$ cat config.mk
export PLATFORM = sky130hd
export DESIGN_NAME = ledseq_frame
export DESIGN_NICKNAME = d
export VERILOG_FILES = /design/src/rtl/ledseq_pkg.sv /design/src/rtl/ledseq_dur_ctr.sv /design/src/rtl/ledseq_idx_ctr.sv /design/src/rtl/ledseq_encode.sv /design/src/rtl/ledseq_frame.sv
export SDC_FILE = /design/constraint.sdc
export NUM_CORES = 1
export LEC_CHECK = 0
export BUFFER_PORTS_ARGS = -buffer_cell sky130_fd_sc_hd__buf_2
export CAP_MARGIN = 15
export CORE_MARGIN = 2
export CORE_UTILIZATION = 38
export DETAILED_ROUTE_END_ITERATION = 10
export PLACE_DENSITY = 0.72
export SKIP_LAST_GASP = 1
export SLEW_MARGIN = 20
export SYNTH_ARGS = -nofsm -noshare
export SYNTH_HDL_FRONTEND = slang
export SYNTH_SLANG_ARGS = --single-unit
$ cat constraint.sdc
create_clock -name clk_i -period 5.5 [get_ports clk_i]
set_input_delay 0.825 -clock clk_i [delete_from_list [all_inputs] [get_ports clk_i]]
set_output_delay 0.825 -clock clk_i [all_outputs]
set_load 0.05 [all_outputs]
$ cat src/rtl/ledseq_pkg.sv
package ledseq_pkg;

   // Which half of the frame the sequencer is in
   typedef enum logic {
      PH_LATCH = 1'b0,
      PH_DATA  = 1'b1
   } phase_e;

endpackage

$ cat src/rtl/ledseq_dur_ctr.sv
// Cycle counter that restarts once it reaches a run-time limit.
module ledseq_dur_ctr #(
   parameter int W = 16
) (
   input  logic         clk_i,
   input  logic         rst_i,
   input  logic [W-1:0] limit_i,
   output logic [W-1:0] cnt_o,
   output logic         done_o
);

   logic [W-1:0] cnt_q;

   // ">=" so a limit lowered below the count ends the span at once
   assign done_o = (cnt_q >= limit_i);
   assign cnt_o  = cnt_q;

   always_ff @(posedge clk_i) begin
      if (rst_i) begin
         cnt_q <= '0;
      end else if (done_o) begin
         cnt_q <= '0;
      end else begin
         cnt_q <= cnt_q + 1'b1;
      end
   end

endmodule

$ cat src/rtl/ledseq_idx_ctr.sv
// Index counter 0..COUNT-1 that advances on step_i and wraps.
module ledseq_idx_ctr #(
   parameter  int COUNT = 24,
   localparam int W     = (COUNT > 1) ? $clog2(COUNT) : 1
) (
   input  logic         clk_i,
   input  logic         rst_i,
   input  logic         step_i,
   output logic [W-1:0] idx_o,
   output logic         last_o
);

   initial begin
      assert (COUNT >= 1) else $error("ledseq_idx_ctr: COUNT must be at least 1");
   end

   generate
      if (COUNT == 1) begin : g_single
         assign idx_o  = '0;
         assign last_o = 1'b1;
      end else if ((2 ** W) == COUNT) begin : g_pow2
         // Natural wrap of the register, so no compare is needed
         logic [W-1:0] idx_q;
         always_ff @(posedge clk_i) begin
            if (rst_i) begin
               idx_q <= '0;
            end else if (step_i) begin
               idx_q <= idx_q + 1'b1;
            end
         end
         assign idx_o  = idx_q;
         assign last_o = &idx_q;
      end else begin : g_cmp
         logic [W-1:0] idx_q;
         logic         at_end;
         assign at_end = (idx_q == W'(COUNT - 1));
         always_ff @(posedge clk_i) begin
            if (rst_i) begin
               idx_q <= '0;
            end else if (step_i) begin
               idx_q <= at_end ? '0 : idx_q + 1'b1;
            end
         end
         assign idx_o  = idx_q;
         assign last_o = at_end;
      end
   endgenerate

endmodule

$ cat src/rtl/ledseq_encode.sv
// Packs the counter state into the tagged control word.
module ledseq_encode
   import ledseq_pkg::*;
#(
   parameter  int LED_W  = 4,
   parameter  int BIT_W  = 5,
   parameter  int TIME_W = 16,
   localparam int CTRL_W = 1 + LED_W + BIT_W + TIME_W
) (
   input  phase_e              phase_i,
   input  logic [LED_W-1:0]    led_i,
   input  logic [BIT_W-1:0]    bit_i,
   input  logic [TIME_W-1:0]   dur_i,
   output logic [CTRL_W-1:0]   ctrl_o
);

   always_comb begin
      if (phase_i == PH_DATA) begin
         ctrl_o = {1'b1, led_i, bit_i, dur_i};
      end else begin
         ctrl_o = '0;
      end
   end

endmodule

$ cat src/rtl/ledseq_frame.sv
// Frame sequencer top: latch phase, then LEDs x bits x cycle count.
module ledseq_frame
   import ledseq_pkg::*;
#(
   parameter  int NUM_LEDS     = 10,
   parameter  int BITS_PER_LED = 24,
   parameter  int TIME_W       = 16,
   localparam int LED_W        = (NUM_LEDS > 1) ? $clog2(NUM_LEDS) : 1,
   localparam int BIT_W        = (BITS_PER_LED > 1) ? $clog2(BITS_PER_LED) : 1,
   localparam int CTRL_W       = 1 + LED_W + BIT_W + TIME_W
) (
   input  logic              clk_i,
   input  logic              rst_i,
   input  logic [TIME_W-1:0] latch_cycles_i,
   input  logic [TIME_W-1:0] bit_cycles_i,
   output logic [CTRL_W-1:0] ctrl_o
);

   initial begin
      assert (NUM_LEDS >= 1)     else $error("ledseq_frame: NUM_LEDS must be at least 1");
      assert (BITS_PER_LED >= 1) else $error("ledseq_frame: BITS_PER_LED must be at least 1");
      assert (TIME_W >= 1)       else $error("ledseq_frame: TIME_W must be at least 1");
   end

   phase_e             phase_q;
   logic [TIME_W-1:0]  span_limit;
   logic [TIME_W-1:0]  dur_cnt;
   logic               span_done;
   logic [BIT_W-1:0]   bit_idx;
   logic [LED_W-1:0]   led_idx;
   logic               bit_last;
   logic               led_last;
   logic               bit_step;
   logic               led_step;
   logic               frame_end;

   // One counter serves both phases; only its limit changes
   assign span_limit = (phase_q == PH_DATA) ? bit_cycles_i : latch_cycles_i;
   assign bit_step   = (phase_q == PH_DATA) && span_done;
   assign led_step   = bit_step && bit_last;
   assign frame_end  = led_step && led_last;

   ledseq_dur_ctr #(
      .W (TIME_W)
   ) i_dur (
      .clk_i   (clk_i),
      .rst_i   (rst_i),
      .limit_i (span_limit),
      .cnt_o   (dur_cnt),
      .done_o  (span_done)
   );

   ledseq_idx_ctr #(
      .COUNT (BITS_PER_LED)
   ) i_bit (
      .clk_i  (clk_i),
      .rst_i  (rst_i),
      .step_i (bit_step),
      .idx_o  (bit_idx),
      .last_o (bit_last)
   );

   ledseq_idx_ctr #(
      .COUNT (NUM_LEDS)
   ) i_led (
      .clk_i  (clk_i),
      .rst_i  (rst_i),
      .step_i (led_step),
      .idx_o  (led_idx),
      .last_o (led_last)
   );

   always_ff @(posedge clk_i) begin
      if (rst_i) begin
         phase_q <= PH_LATCH;
      end else if ((phase_q == PH_LATCH) && span_done) begin
         phase_q <= PH_DATA;
      end else if (frame_end) begin
         phase_q <= PH_LATCH;
      end
   end

   ledseq_encode #(
      .LED_W  (LED_W),
      .BIT_W  (BIT_W),
      .TIME_W (TIME_W)
   ) i_enc (
      .phase_i (phase_q),
      .led_i   (led_idx),
      .bit_i   (bit_idx),
      .dur_i   (dur_cnt),
      .ctrl_o  (ctrl_o)
   );

endmodule

[Yosys cells after proc, flatten, opt, wreduce, memory -nomap -nowiden]
Index checks and enable logic that the tools add are counted.
Operators by class
  $add $sub $neg: 3
  multiply operators: 0
  divide/modulo/power cells: 0
  $lt $le $gt $ge: 1
  eq/ne operators: 2
  shift-type cells: 0
  muxes and demuxes: 6
  bitwise gates (word level): 1
  reductions and logical operators: 6
Operator list (number)
  $mux W26: 1
  $add A16 B1 Y16 const B: 1
  $ge A16 B16 Y1: 1
  $mux W16: 1
  $add A5 B1 Y5 const B: 1
  $eq A5 B5 Y1 const B: 1
  $mux W5: 1
  $add A4 B1 Y4 const B: 1
  $eq A4 B4 Y1 const B: 1
  $logic_and A1 B1 Y1: 4
  $mux W4: 1
  $mux W1: 2
  $reduce_bool A2 Y1: 1
  $reduce_or A2 Y1: 1
  $not A1 Y1: 1
Word-level totals
  flip-flop bits (word level): 26
  latch bits: 0
  RAM bits: 0
  ROM bits: 0
  bits of input ports: 34
  output and inout bits: 26
  memories: 0

[Longest topological paths before layout]
  depth in word-level cells: 7
  gate-level depth with buffers: 10
  gate-level depth less buffers: 8

[Hierarchy]
A second synthesis with hierarchy kept.
Unflattened totals
  cell total of the unflattened synthesis: 235
  area, all modules: 2183.3 µm²
Modules (own cells, without submodules)
  ledseq_dur_ctr: instances 1, cells an instance 141, area an instance 1263.7 µm², sequential area each 320.3 µm²
  ledseq_frame: instances 1, cells an instance 23, area an instance 295.3 µm², sequential area each 20.0 µm²
  ledseq_idx_ctr at i_bit: instances 1, cells an instance 24, area an instance 222.7 µm², sequential area each 100.1 µm²
  ledseq_encode: instances 1, cells an instance 28, area an instance 210.2 µm², sequential area each 0.0 µm²
  ledseq_idx_ctr at i_led: instances 1, cells an instance 19, area an instance 191.4 µm², sequential area each 80.1 µm²

[Worst setup path after synthesis]
No wires, ideal clock.
  kind: reg2reg
  start point: register phase_q
  end point: register i_led.g_cmp.idx_q[2] (netlist: i_led.idx_o[2])
  setup time: 121 ps
  arrival: 2730 ps
  setup slack: 2649 ps
  cell stages (with the launch flop): 11
  period minus slack after synthesis: 2851 ps
  path through: dfxtp_1 buf_1 buf_2 mux2i_1 ha_1 a21oi_1 a31oi_1 o21bai_1 nand3_2 nand3_1 mux2_2
On the way
  word-level cells in the longest chain between the ends: 4
RTL lines
  start: declaration: line ledseq_frame.sv:25  | phase_e phase_q;
  start signal: assignment: line ledseq_frame.sv:75  | phase_q <= PH_LATCH;
  start signal: assignment: line ledseq_frame.sv:77  | phase_q <= PH_DATA;
  start signal: assignment: line ledseq_frame.sv:79  | phase_q <= PH_LATCH;
  $mux W16: line ledseq_frame.sv:38  | assign span_limit = (phase_q == PH_DATA) ? bit_cycles_i : latch_cycles_i;
  $ge A16 B16 Y1: line ledseq_dur_ctr.sv:15  | assign done_o = (cnt_q >= limit_i);
  $logic_and A1 B1 Y1 *: line ledseq_frame.sv:39  | assign bit_step = (phase_q == PH_DATA) && span_done;
  $logic_and A1 B1 Y1 *: line ledseq_frame.sv:40  | assign led_step = bit_step && bit_last;
  end signal: assignment: line ledseq_idx_ctr.sv:41  | idx_q <= at_end ? '0 : idx_q + 1'b1;
  end: declaration: line ledseq_idx_ctr.sv:34  | logic [W-1:0] idx_q;
Every way passes the cells marked *; elsewhere a longest branch is shown, timed or not.
A chain may end at the register's enable or synchronous reset.

[Worst setup path in the final report]
Ends and elaborated chain as after synthesis.

==> impl_metrics.env <==
export IMPL_synth_nets=270
export IMPL_cts_sinks=26
export IMPL_status="finished clean"
export IMPL_setup_viol=0
export IMPL_clk_latency_ns=0.27
export IMPL_grt_usage_pct=16.2
export IMPL_start_util_pct=39.2
export IMPL_critPathArrivalTime_ns=3.13
export IMPL_synth_top_family_by_area="simple AND/OR/NAND/NOR gates"
export IMPL_slew_violations=0
export IMPL_core_area_um2=4720
export IMPL_wl_per_cell_um=12.2
export IMPL_hpwlAfterDp_um=3320
export IMPL_max_stage_delay_ns=0.53
export IMPL_r2r_setup_slack_ns=2.54
export IMPL_hp_start="i_dur.cnt_o[0]"
export IMPL_io_pin_count=60
export IMPL_die_h_um=73.8
export IMPL_crit_buf_inv=1
export IMPL_power_leakage_nw=1.03
export IMPL_diodes=0
export IMPL_use_met3_pct=2.33
export IMPL_area_growth_pct=21.9
export IMPL_worstReg2RegEnd="i_led.idx_o[2]"
export IMPL_p_per_area_nw_per_um2=157
export IMPL_layout_setup_ws_ns=2.54
export IMPL_hold_viol=0
export IMPL_rr_startpoint="phase_q"
export IMPL_final_antenna_net_count=0
export IMPL_syn_area_per_cell_um2=8.50
export IMPL_critical_path_class="reg -> reg"
export IMPL_endpoint_kind="flop"
export IMPL_post_cts_buffers=0
export IMPL_post_cts_resized=0
export IMPL_grt_max_degree=32
export IMPL_crit_chain="buf_4, mux2i_1, ha_1, a21oi_1, a31oi_1, o21bai_1, nand3_2, nand3_1, mux2_2"
export IMPL_remaining_drc_errors=0
export IMPL_cpMaxStageDelayCell="dfxtp_1"
export IMPL_viasPerCell=4.99
export IMPL_holdPathEnd="i_dur.cnt_o[0]"
export IMPL_die_area_um2=5450
export IMPL_ys_seq_area_share_pct=28.1
export IMPL_cts_root_buffer="clkbuf_8"
export IMPL_grt_pass1_wl_um=7000
export IMPL_synth_edff_count=0
export IMPL_layout_nets=327
export IMPL_fp_row_count=25
export IMPL_synthDistinctLibCells=39
export IMPL_fp_dieW_um=73.8
export IMPL_synth_seq_cells=26
export IMPL_synthFlopType="dfxtp_1"
export IMPL_synth_adder_area_share_pct=12.2
export IMPL_numCtsBuffers=3
export IMPL_grt_met1_usage_pct=22.3
export IMPL_first_global_vias=1586
export IMPL_cp_max_fo=31
export IMPL_htree_levels=1
export IMPL_ir_drop_v=0.0000763
export IMPL_drive_gt1_share_pct=26.3
export IMPL_period_minus_slack_ns=2.96
export IMPL_crit_family="compound AO/OA/AOI/OAI gates"
export IMPL_grtUsageMet2_pct=25.7
export IMPL_synthMuxAreaShare_pct=10.9
export IMPL_wl_um=4150
export IMPL_cts_clk_slew_worst_paths_ns=0.09
export IMPL_async_reset_ff_share_pct=0
export IMPL_netlist_area_um2=1850
export IMPL_hold_depth=1
export IMPL_overflow=0
export IMPL_whs_ns=0.527
export IMPL_max_slew_worst_pin_slew_ns=0.481
export IMPL_cts_hold_buf=0
export IMPL_final_common_cell="buf_2"
export IMPL_netlist_instances=218
export IMPL_hold_class="reg -> reg"
export IMPL_finalCritPeriodShare_pct=53.8
export IMPL_fmax_mhz=338
export IMPL_final_setup_skew_ns=0.00506
export IMPL_synth_compound_area_share_pct=9.79
export IMPL_drv_cap=0
export IMPL_top_usage_layer="met2"
export IMPL_vias=1702
export IMPL_drtIter0Drc=72
export IMPL_synth_xor_area_share_pct=7.09
export IMPL_crit_required_ns=5.67
export IMPL_fin_setup_tns_ns=0
export IMPL_preCtsSetupSlack_ns=2.57
export IMPL_port_buffers=59
export IMPL_yosysWarningCount=0
export IMPL_drtPass1Iterations=4
export IMPL_cts_buffer_depth=2
export IMPL_tritoncts="done"
export IMPL_slew_headroom_pct=67.9
export IMPL_rsz0062_at_grt="false"
export IMPL_antenna_found_initial=0
export IMPL_reg2reg_depth=9
export IMPL_synthSimpleGateAreaFrac_pct=28.6
export IMPL_critPathLaunchType="flop"
export IMPL_place_gp_congestion=0.793
export IMPL_mostFrequentLayoutCells="59 x buf_2, 33 x nor2_1, 26 x dfxtp_1"
Yosys cell counts (all sizes together) (4+ instances only):
cell | instances | share of area [%]
a21oi | 5 | 1.4
xor2 | 9 | 4.3
and2 | 22 | 7.4
nor2 | 33 | 6.7
clkbuf | 4 | 0.81
dfxtp | 26 | 28
nand4 | 9 | 3.4
inv | 7 | 1.4
nor3 | 5 | 1.4
nand3 | 12 | 3.5
nor2b | 4 | 1.4
buf | 4 | 1.1
xnor2 | 6 | 2.8
ha | 18 | 12
nand2 | 9 | 1.8
mux2i | 18 | 9.7
a31oi | 5 | 2.0
area by class of cell:
type | instances | area (um^2)
fill | 470 | 2460
inverter | 7 | 26.3
tap | 67 | 83.8
sequential | 26 | 520
clock buffer | 4 | 55.1
timing repair buffer | 60 | 303
multi-input combinational | 177 | 1270
logic make-up after synthesis:
| group | after synthesis |
|---|---|
| and+or+nand+nor | 102 |
| DFF | 26 |
| AOI/OAI and AO/OA | 22 |
| muxes | 20 |
| adders and majority gates | 18 |
| xor gates and xnor gates | 15 |
| buffers and inverters | 15 |
metal layers:
metal  part of all wire [%]  vias up
li1                       -      880
met1                     50      759
met2                     43       54
met3                    5.0        9
met4                    1.9        0
met5                      0        -
worst reg2reg max path, cell delays in order, from the launching register on:
cell      delay [ns]
dfxtp_1         0.53
buf_4           0.40
mux2i_1         0.27
ha_1            0.30
a21oi_1         0.16
a31oi_1         0.11
o21bai_1        0.40
nand3_2         0.22
nand3_1         0.14
mux2_2          0.33
stage by stage:
step           total power (W)  cell area, um^2  utilization, %  instances
6_report              0.000354             2260            47.8        341
2_1_floorplan         0.000217             1850               -        218
4_1_cts               0.000359             2260            47.8        341
5_1_grt               0.000370             2260            47.8        341
3_3_place_gp          0.000234             2200            46.6        337
3_5_place_dp          0.000235             2200            46.6        337
power by group:
group | leakage [nW] | internal, W | total [W] | switching [W]
logic | 0.788 | 0.0000184 | 0.0000363 | 0.0000179
clock network | 0.0288 | 0.0000640 | 0.000124 | 0.0000597
registers | 0.210 | 0.000190 | 0.000194 | 0.00000367
total | 1.03 | 0.000272 | 0.000354 | 0.0000813
state kept, by name, summed over array words and instances (netlist names):
| signal | flops |
|---|---|
| phase_q | 1 |
| i_bit.idx_o | 5 |
| i_led.idx_o | 4 |
| i_dur.cnt_o | 16 |
worst max path at each step:
stage	to	start	depth (start not counted)	slack, ns
global placement	i_led.idx_o[2]	phase_q	9	2.64
finish	i_led.idx_o[2]	phase_q	9	2.54
floorplan	i_led.idx_o[2]	phase_q	10	2.65
global route	i_dur.cnt_o[13]	phase_q	8	2.19
CTS	i_dur.cnt_o[15]	phase_q	8	2.54
detailed placement	i_dur.cnt_o[4]	phase_q	8	2.57
Note: power is estimated with default switching activity, not from simulation.
